File: src/rtl/scan_line_pkg.sv
package scan_line_pkg;
  typedef enum logic [1:0] {
    SCAN_FREE  = 2'd0,
    SCAN_CYCLE = 2'd1,
    SCAN_TRIG  = 2'd2,
    SCAN_ALT   = 2'd3
  } scan_mode_e;
endpackage

File: src/rtl/scan_line_seq.sv
module scan_line_seq
  import scan_line_pkg::*;
#(
  parameter int IVL_W   = 16,
  parameter int START_W = 4,
  localparam int PW     = $clog2(START_W + 1)
) (
  input  logic             clk,
  input  logic             rst,
  input  logic [1:0]       mode,
  input  logic [IVL_W-1:0] interval,
  input  logic             vreq_n,
  input  logic             line_done,
  output logic             start_n,
  output logic             overrun
);
  scan_mode_e     m;
  logic [IVL_W-1:0] cnt;
  logic [IVL_W:0]   cnt_nx;
  logic           tick, timed, due, fire, pulse_on, busy;
  logic           vq1, vq2;
  logic [PW-1:0]  pcnt;

  assign m      = scan_mode_e'(mode);
  assign timed  = (m != SCAN_TRIG);
  assign cnt_nx = {1'b0, cnt} + {{IVL_W{1'b0}}, 1'b1};
  assign tick   = timed && (cnt_nx >= {1'b0, interval});

  // interval timer, idle in trigger scan
  always_ff @(posedge clk) begin
    if (rst || !timed) cnt <= '0;
    else if (tick)     cnt <= '0;
    else               cnt <= cnt_nx[IVL_W-1:0];
  end

  // request sampling, edge detect for trigger scan
  always_ff @(posedge clk) begin
    if (rst) begin
      vq1 <= 1'b1;
      vq2 <= 1'b1;
    end else begin
      vq1 <= vreq_n;
      vq2 <= vq1;
    end
  end

  always_comb begin
    case (m)
      SCAN_CYCLE: due = tick && !vq1;
      SCAN_TRIG:  due = vq2 && !vq1;
      default:    due = tick;
    endcase
  end

  assign pulse_on = (pcnt != '0);
  assign fire     = due && !pulse_on;

  always_ff @(posedge clk) begin
    if (rst) begin
      pcnt    <= '0;
      start_n <= 1'b1;
      overrun <= 1'b0;
      busy    <= 1'b0;
    end else begin
      if (fire)          pcnt <= PW'(START_W);
      else if (pulse_on) pcnt <= pcnt - PW'(1);
      start_n <= !(fire || (pcnt > PW'(1)));
      overrun <= fire && busy && !line_done;
      if (fire)           busy <= 1'b1;
      else if (line_done) busy <= 1'b0;
    end
  end
endmodule

File: src/rtl/scan_line_ser.sv
module scan_line_ser #(
  parameter int BYTES = 4,
  parameter int BW    = 2
) (
  input  logic          clk,
  input  logic          rst,
  input  logic          go,
  input  logic [7:0]    byte_in,
  output logic [BW-1:0] addr,
  output logic          busy,
  output logic          done,
  output logic          vsen_n,
  output logic          vsck,
  output logic          vsda
);
  logic [7:0]    sh;
  logic [2:0]    bitc;
  logic [BW-1:0] bcnt;
  logic          last;

  assign last = (bcnt == BW'(BYTES - 1));
  assign addr = busy ? bcnt + BW'(1) : '0;

  always_ff @(posedge clk) begin
    if (rst) begin
      busy <= 1'b0; done <= 1'b0; vsen_n <= 1'b1; vsck <= 1'b0;
      vsda <= 1'b1; sh <= '0; bitc <= '0; bcnt <= '0;
    end else begin
      done <= 1'b0;
      if (!busy) begin
        if (go) begin
          busy <= 1'b1; vsen_n <= 1'b0; vsck <= 1'b0;
          sh <= byte_in; vsda <= !byte_in[7]; bitc <= '0; bcnt <= '0;
        end
      end else if (!vsck) begin
        vsck <= 1'b1;
      end else begin
        vsck <= 1'b0;
        if (bitc == 3'd7) begin
          if (last) begin
            busy <= 1'b0; done <= 1'b1; vsen_n <= 1'b1; vsda <= 1'b1;
            bcnt <= '0;
          end else begin
            sh <= byte_in; vsda <= !byte_in[7]; bitc <= '0;
            bcnt <= bcnt + BW'(1);
          end
        end else begin
          sh   <= {sh[6:0], 1'b0};
          vsda <= !sh[6];
          bitc <= bitc + 3'd1;
        end
      end
    end
  end
endmodule

File: src/rtl/scan_line_par.sv
module scan_line_par #(
  parameter int BYTES = 4,
  parameter int BW    = 2
) (
  input  logic          clk,
  input  logic          rst,
  input  logic          go,
  input  logic          dack_n,
  input  logic [7:0]    byte_in,
  output logic [BW-1:0] addr,
  output logic          busy,
  output logic          done,
  output logic          dreq_n,
  output logic          pd_oe,
  output logic [7:0]    pd_dat
);
  logic [BW-1:0] bcnt;
  logic          last;

  assign last  = (bcnt == BW'(BYTES - 1));
  assign addr  = busy ? bcnt + BW'(1) : '0;
  assign pd_oe = busy && !dack_n;

  always_ff @(posedge clk) begin
    if (rst) begin
      busy <= 1'b0; done <= 1'b0; dreq_n <= 1'b1; pd_dat <= '0; bcnt <= '0;
    end else begin
      done <= 1'b0;
      if (!busy) begin
        if (go) begin
          busy <= 1'b1; dreq_n <= 1'b0; pd_dat <= byte_in; bcnt <= '0;
        end
      end else if (!dack_n) begin
        if (last) begin
          busy <= 1'b0; dreq_n <= 1'b1; done <= 1'b1; bcnt <= '0;
        end else begin
          pd_dat <= byte_in;
          bcnt   <= bcnt + BW'(1);
        end
      end
    end
  end
endmodule

File: src/rtl/scan_line_port.sv
module scan_line_port
  import scan_line_pkg::*;
#(
  parameter int LINE_PIX = 32,
  parameter int IVL_W    = 16,
  parameter int START_W  = 4,
  localparam int BYTES   = LINE_PIX / 8,
  localparam int BW      = (BYTES > 1) ? $clog2(BYTES) : 1
) (
  input  logic             clk,
  input  logic             rst,
  input  logic [1:0]       cfg_mode,
  input  logic             cfg_par,
  input  logic [IVL_W-1:0] cfg_interval,
  input  logic             vreq_n,
  output logic             start_n,
  output logic             overrun,
  input  logic             lb_ready,
  output logic [BW-1:0]    lb_rd_addr,
  input  logic [7:0]       lb_rd_data,
  output logic             lb_done,
  output logic             vsen_n,
  output logic             vsck,
  output logic             vsda,
  output logic             dreq_n,
  input  logic             dack_n,
  output logic             pd_oe,
  output logic [7:0]       pd_dat
);
  logic          s_busy, s_done, p_busy, p_done, go;
  logic [BW-1:0] s_addr, p_addr;

  assign lb_done    = s_done || p_done;
  assign go         = lb_ready && !lb_done && !s_busy && !p_busy;
  assign lb_rd_addr = p_busy ? p_addr : s_addr;

  scan_line_seq #(.IVL_W(IVL_W), .START_W(START_W)) u_seq (
    .clk(clk), .rst(rst), .mode(cfg_mode), .interval(cfg_interval),
    .vreq_n(vreq_n), .line_done(lb_done), .start_n(start_n), .overrun(overrun)
  );

  scan_line_ser #(.BYTES(BYTES), .BW(BW)) u_ser (
    .clk(clk), .rst(rst), .go(go && !cfg_par), .byte_in(lb_rd_data),
    .addr(s_addr), .busy(s_busy), .done(s_done),
    .vsen_n(vsen_n), .vsck(vsck), .vsda(vsda)
  );

  scan_line_par #(.BYTES(BYTES), .BW(BW)) u_par (
    .clk(clk), .rst(rst), .go(go && cfg_par), .dack_n(dack_n),
    .byte_in(lb_rd_data), .addr(p_addr), .busy(p_busy), .done(p_done),
    .dreq_n(dreq_n), .pd_oe(pd_oe), .pd_dat(pd_dat)
  );
endmodule

File: config.mk
export PLATFORM = sky130hd
export DESIGN_NAME = scan_line_port
export DESIGN_NICKNAME = d
export VERILOG_FILES = /design/src/rtl/scan_line_pkg.sv /design/src/rtl/scan_line_seq.sv /design/src/rtl/scan_line_ser.sv /design/src/rtl/scan_line_par.sv /design/src/rtl/scan_line_port.sv
export SDC_FILE = /design/constraint.sdc
export NUM_CORES = 1
export LEC_CHECK = 0
export BUFFER_PORTS_ARGS = -buffer_cell sky130_fd_sc_hd__buf_2
export CAP_MARGIN = 15
export CORE_UTILIZATION = 25
export CTS_BUF_LIST = sky130_fd_sc_hd__clkbuf_8 sky130_fd_sc_hd__clkbuf_16
export CTS_CLUSTER_SIZE = 20
export DETAILED_ROUTE_END_ITERATION = 8
export PLACE_DENSITY = 0.4
export SYNTH_ARGS = -nofsm -noshare
export SYNTH_HDL_FRONTEND = slang
export SYNTH_SLANG_ARGS = --single-unit
File: constraint.sdc
create_clock -name clk -period 3.7 [get_ports clk]
set_input_delay 0.37 -clock clk [delete_from_list [all_inputs] [get_ports clk]]
set_output_delay 0.37 -clock clk [all_outputs]
set_load 0.03 [all_outputs]
Word-level counts from Yosys, hierarchy flattened
Index checks and enable logic that the tools add are counted.

Output and inout port bits: 18. Input port bits: 32. Register bits: 54.

Mux-type cells: 57. Reduce and logical (&&, ||, !) cells: 42. Bitwise operators: 4. $lt $le $gt $ge: 2. Eq/ne operators: 13. $add $sub $neg: 5.

Operators by type and width (count): $mux 7 (5); $mux 8 (4); $mux 1 (29); $mux 2 (11); $mux 3 (7); $add 16x1->17 const B (1); $ge 17x16->1 (1); $ne 2x2->1 const B (7); $logic_and 1x1->1 (12); $reduce_and 3->1 (4); $logic_not 1->1 (11); $reduce_bool 2->1 (4); $eq 2x2->1 const B (3); $add 2x1->2 const B (2); $not 1->1 (4); $reduce_and 2->1 (2); $reduce_and 4->1 (1); $reduce_or 2->1 (2); $reduce_or 4->1 (1); $add 3x1->3 const B (1); $eq 3x3->1 const B (1); $gt 3x1->1 const B (1); $logic_or 1x1->1 (3); $ne 3x3->1 const B (1); other kinds (5) (5).

Longest topological paths before layout
Depth after elaboration: 8. Gate-level depth with buffers: 12. Gate-level depth less buffers: 11.

Hierarchy
Synthesis repeated with hierarchy kept, for this count alone.

Cell total of the unflattened synthesis: 330. Area total of the unflattened synthesis: 3041.7 µm².

By module, submodules not included: scan_line_seq (seq. area each 480.5 µm², area each 1514.0 µm², cells an instance 173, times used 1); scan_line_ser (seq. area each 340.3 µm², area each 874.6 µm², cells an instance 90, times used 1); scan_line_par (seq. area each 260.2 µm², area each 591.8 µm², cells an instance 61, times used 1); scan_line_port (seq. area each 0.0 µm², area each 61.3 µm², cells an instance 6, times used 1).

Worst setup path before layout
No wires, ideal clock.

Path type: register to register. From: register u_seq.cnt[0]. To: register u_seq.cnt[10]. Period minus slack after synthesis: 2834 ps. Path buffers: 1. Stages on the path, launching flop included: 13. Path slack: 866 ps. Arrival time: 2754 ps. Cell sequence: dfxtp_1 -> ha_1 -> nand4_2 -> nor3_4 -> nand2_1 -> xnor2_1 -> ha_1 -> a21o_1 -> a211o_1 -> a31oi_4 -> nand4b_4 -> buf_6 -> nor3b_1.

Word-level cells in the longest chain between the ends: 4.

RTL lines: start: declaration (RTL line scan_line_seq.sv:18) `logic [IVL_W-1:0] cnt;`; start signal: assignment (RTL line scan_line_seq.sv:33) `else cnt <= cnt_nx[IVL_W-1:0];`; $add 16x1->17 (RTL line scan_line_seq.sv:26) `assign cnt_nx = {1'b0, cnt} + {{IVL_W{1'b0}}, 1'b1};`; named net u_seq.cnt_nx[14] (RTL line scan_line_seq.sv:19) `logic [IVL_W:0] cnt_nx;`; $ge 17x16->1 (RTL line scan_line_seq.sv:27) `assign tick = timed && (cnt_nx >= {1'b0, interval});`; $logic_and 1x1->1 (RTL line scan_line_seq.sv:27); $reduce_or 2->1 (no source line).

The timed path passes the listed nets, and every way through them passes these cells. A chain may end at the register's enable or synchronous reset.

Worst setup path after layout
From: register u_seq.cnt[0]. To: register u_seq.cnt[14].

Same word-level chain as after synthesis.

==> qor.csv <==
metric,value,unit
Synth top area share,36.0,%
"Setup violations, final",0,
RSZ-0062 raised after global routing,no,
Final #Nets,438,
Hold Crit Class,input port to flop,
cell area after placement,3380,um2
clock-pin slew on the worst setup and hold paths,0.08,ns
Post-CTS Setup Bufs,0,
vias in the first global route,2298,
net count after synthesis,391,
power density cells,446,nW/um2
fmax,317,MHz
hold_sp,vreq_n,
WP data required,3.91,ns
Clock Latency Late Sink,0.30,ns
io pins,50,
CTS Buf Count,5,
crit-path max FO,16,
Setup TNS Final,0,ns
nature of the critical path endpoint,flop,
initial antenna violation count,0,
Slew Limit Headroom,47.1,%
maximum vdd drop,0.182,mV
synthesized cell area,3000,um2
Clock Skew,0.00435,ns
initial core utilization,26.0,%
die area,12400,um2
H-tree levels,2,
"Seq/Total Area, Yosys",36.0,%
async set-or-reset flop fraction in the synthesized netlist,0,%
ys flop type,dfxtp_1,
top-count cell post-synth,dfxtp_1,
"top cells by area, synth","dfxtp_1, ha_1, nor2_1",
reg2reg start,u_seq.cnt[0],
1st-iter DRT viols,80,
Detail Route Antenna Nets,0,
Core ar.,11600,um2
row count,39,
max cap viols,0,
drt pass-1 iters,6,
status,"finished, violations left",
share of cells above drive strength 1,20.9,%
Horiz. Die Dim,112,um
gr ovfl total,0,
# resized after CTS,0,
Final Cell Area,3560,um2
Clock Sinks,54,
pre-CTS setup slack,0.528,ns
"Avg Cell Area, Syn",8.99,um2
global-route wire length before repair,11.2,mm
kind of critical path,flop to flop,
"flops & latches, synth",54,
WL/cell,12.6,um
CP startpoint,u_seq.cnt[0],
# fillers,1247,
Post-Synthesis Cells,334,
Hold Slack,0.255,ns
total leakage power,1.57,nW
hold buffers post-CTS,0,
Ant. Diodes,0,
synth warn,0,
clk buf depth,2,
final hold viol count,0,
gpl congestion,0.691,
PortBufs,49,
number of distinct library cells after synthesis,55,
max-slew violation count,0,
DR vias,2361,
Detailed Place HPWL,4.86,mm
leading area contributor after synthesis,dfxtp_1,
final wirelength,6.60,mm
failing checks,design-rule violations,
Final period util,85.2,%
clock root buffer,clkbuf_16,
Post-synth EDFFs,0,
chip height,112,um
Setup WS post-layout,0.546,ns
P&R area growth vs syn,18.5,%
nature of the critical path startpoint,flop,
final critical-path required period,3.15,ns
drt drc,4,
vias per inst,4.50,
TritonCTS clock tree,yes,
slew at the pin closest to its max-slew limit,0.794,ns
largest net degree at the start of global routing,42,
GRT Overall Usage,11.1,%
top post-synthesis cells by count,"dfxtp_1, nor2_1, nand2_1, inv_1, ha_1",
WP data arrival,3.37,ns
==> layout make-up <==
type | count | area [um2] | share of cell area (%)
clock inverter | 3 | 48.8 | 1.37
tap | 143 | 179 | 5.03
multi-input combinational | 242 | 1760 | 49.5
timing repair buffer | 51 | 260 | 7.32
clock buffer | 5 | 125 | 3.52
sequential | 54 | 1080 | 30.4
inverter | 27 | 101 | 2.85
==> power by group <==
part / leakage, nW / internal (mW) / total, mW / switching [mW]
clock: 0.0819 / 0.325 / 0.560 / 0.235
sequential: 0.441 / 0.629 / 0.659 / 0.0300
combinational: 1.05 / 0.155 / 0.369 / 0.214
==> cells in the final DEF, fill, tap and decap left out, types with 2 or more instances in the layout <==
cell / count
nand4_1: 5
a311oi_1: 6
xnor2_1: 9
nand4_2: 2
nor2b_1: 3
buf_2: 49
buf_4: 2
nor2_1: 37
nor3b_2: 3
and4_1: 3
nand2_1: 31
xor2_1: 6
ha_1: 25
or2_2: 2
a221oi_1: 2
a211oi_1: 3
nand3_1: 13
nor3_1: 4
inv_1: 27
mux2_2: 2
nor3b_1: 12
mux2i_1: 11
o21bai_1: 2
dfxtp_1: 54
nand2b_1: 10
a21oi_1: 18
clkbuf_16: 5
o21ai_0: 8
==> layer usage <==
metal	GRT usage [%]	part of all wire (%)	vias up	wire length (um)
met5	0	0	-	0
met4	3.60	1.0	0	68
met3	2.56	2.9	4	193
met2	18.7	47	29	3140
met1	14.1	49	1063	3200
li1	-	-	1265	-
==> logic make-up after synthesis <==
group	after synthesis	share of synthesized area, %
xor+xnor	15	4.38
fa+ha+maj	25	10.4
mux	13	4.42
buf+inv	38	5.34
simple gates	135	25.8
compound gates	54	13.7
flops	54	36.0
==> per-stage QoR <==
stage          instances  power [mW]  util (%)
3_3_place_gp         517        1.05      29.2
3_5_place_dp         517        1.05      29.2
5_1_grt              525        1.70      30.7
2_1_floorplan        334       0.956         -
4_1_cts              525        1.62      30.7
6_report             525        1.59      30.7
==> critical path: stages, from the launching register on <==
cell and delay, ns:
dfxtp_1 0.42, ha_1 0.27, nand4_2 0.17, nor3_4 0.30, nand3_1 0.13, xnor2_1 0.19
ha_1 0.28, and4_1 0.23, and2_1 0.20, a31oi_4 0.28, nand4b_4 0.32, nor3b_1 0.27
==> registers in the layout (all words and copies together), names as in the netlist, 2 cells and up <==
signal and cells:
u_seq.cnt 16, u_par.pd_dat 8, u_ser.sh 7, u_seq.pcnt 3, u_ser.bitc 3, u_par.bcnt 2
u_ser.bcnt 2
==> final timing paths <==
| check | to | slack, ns | depth (start not counted) |
|---|---|---|---|
| worst max-delay path | u_seq.cnt[14] | 0.55 | 11 |
| worst min register to register | u_seq.vq2 | 0.46 | 1 |
| worst min-delay path | u_seq.vq1 | 0.25 | 2 |
| worst max register to register | u_seq.cnt[14] | 0.55 | 11 |
Power figures use the tool's default switching activity.
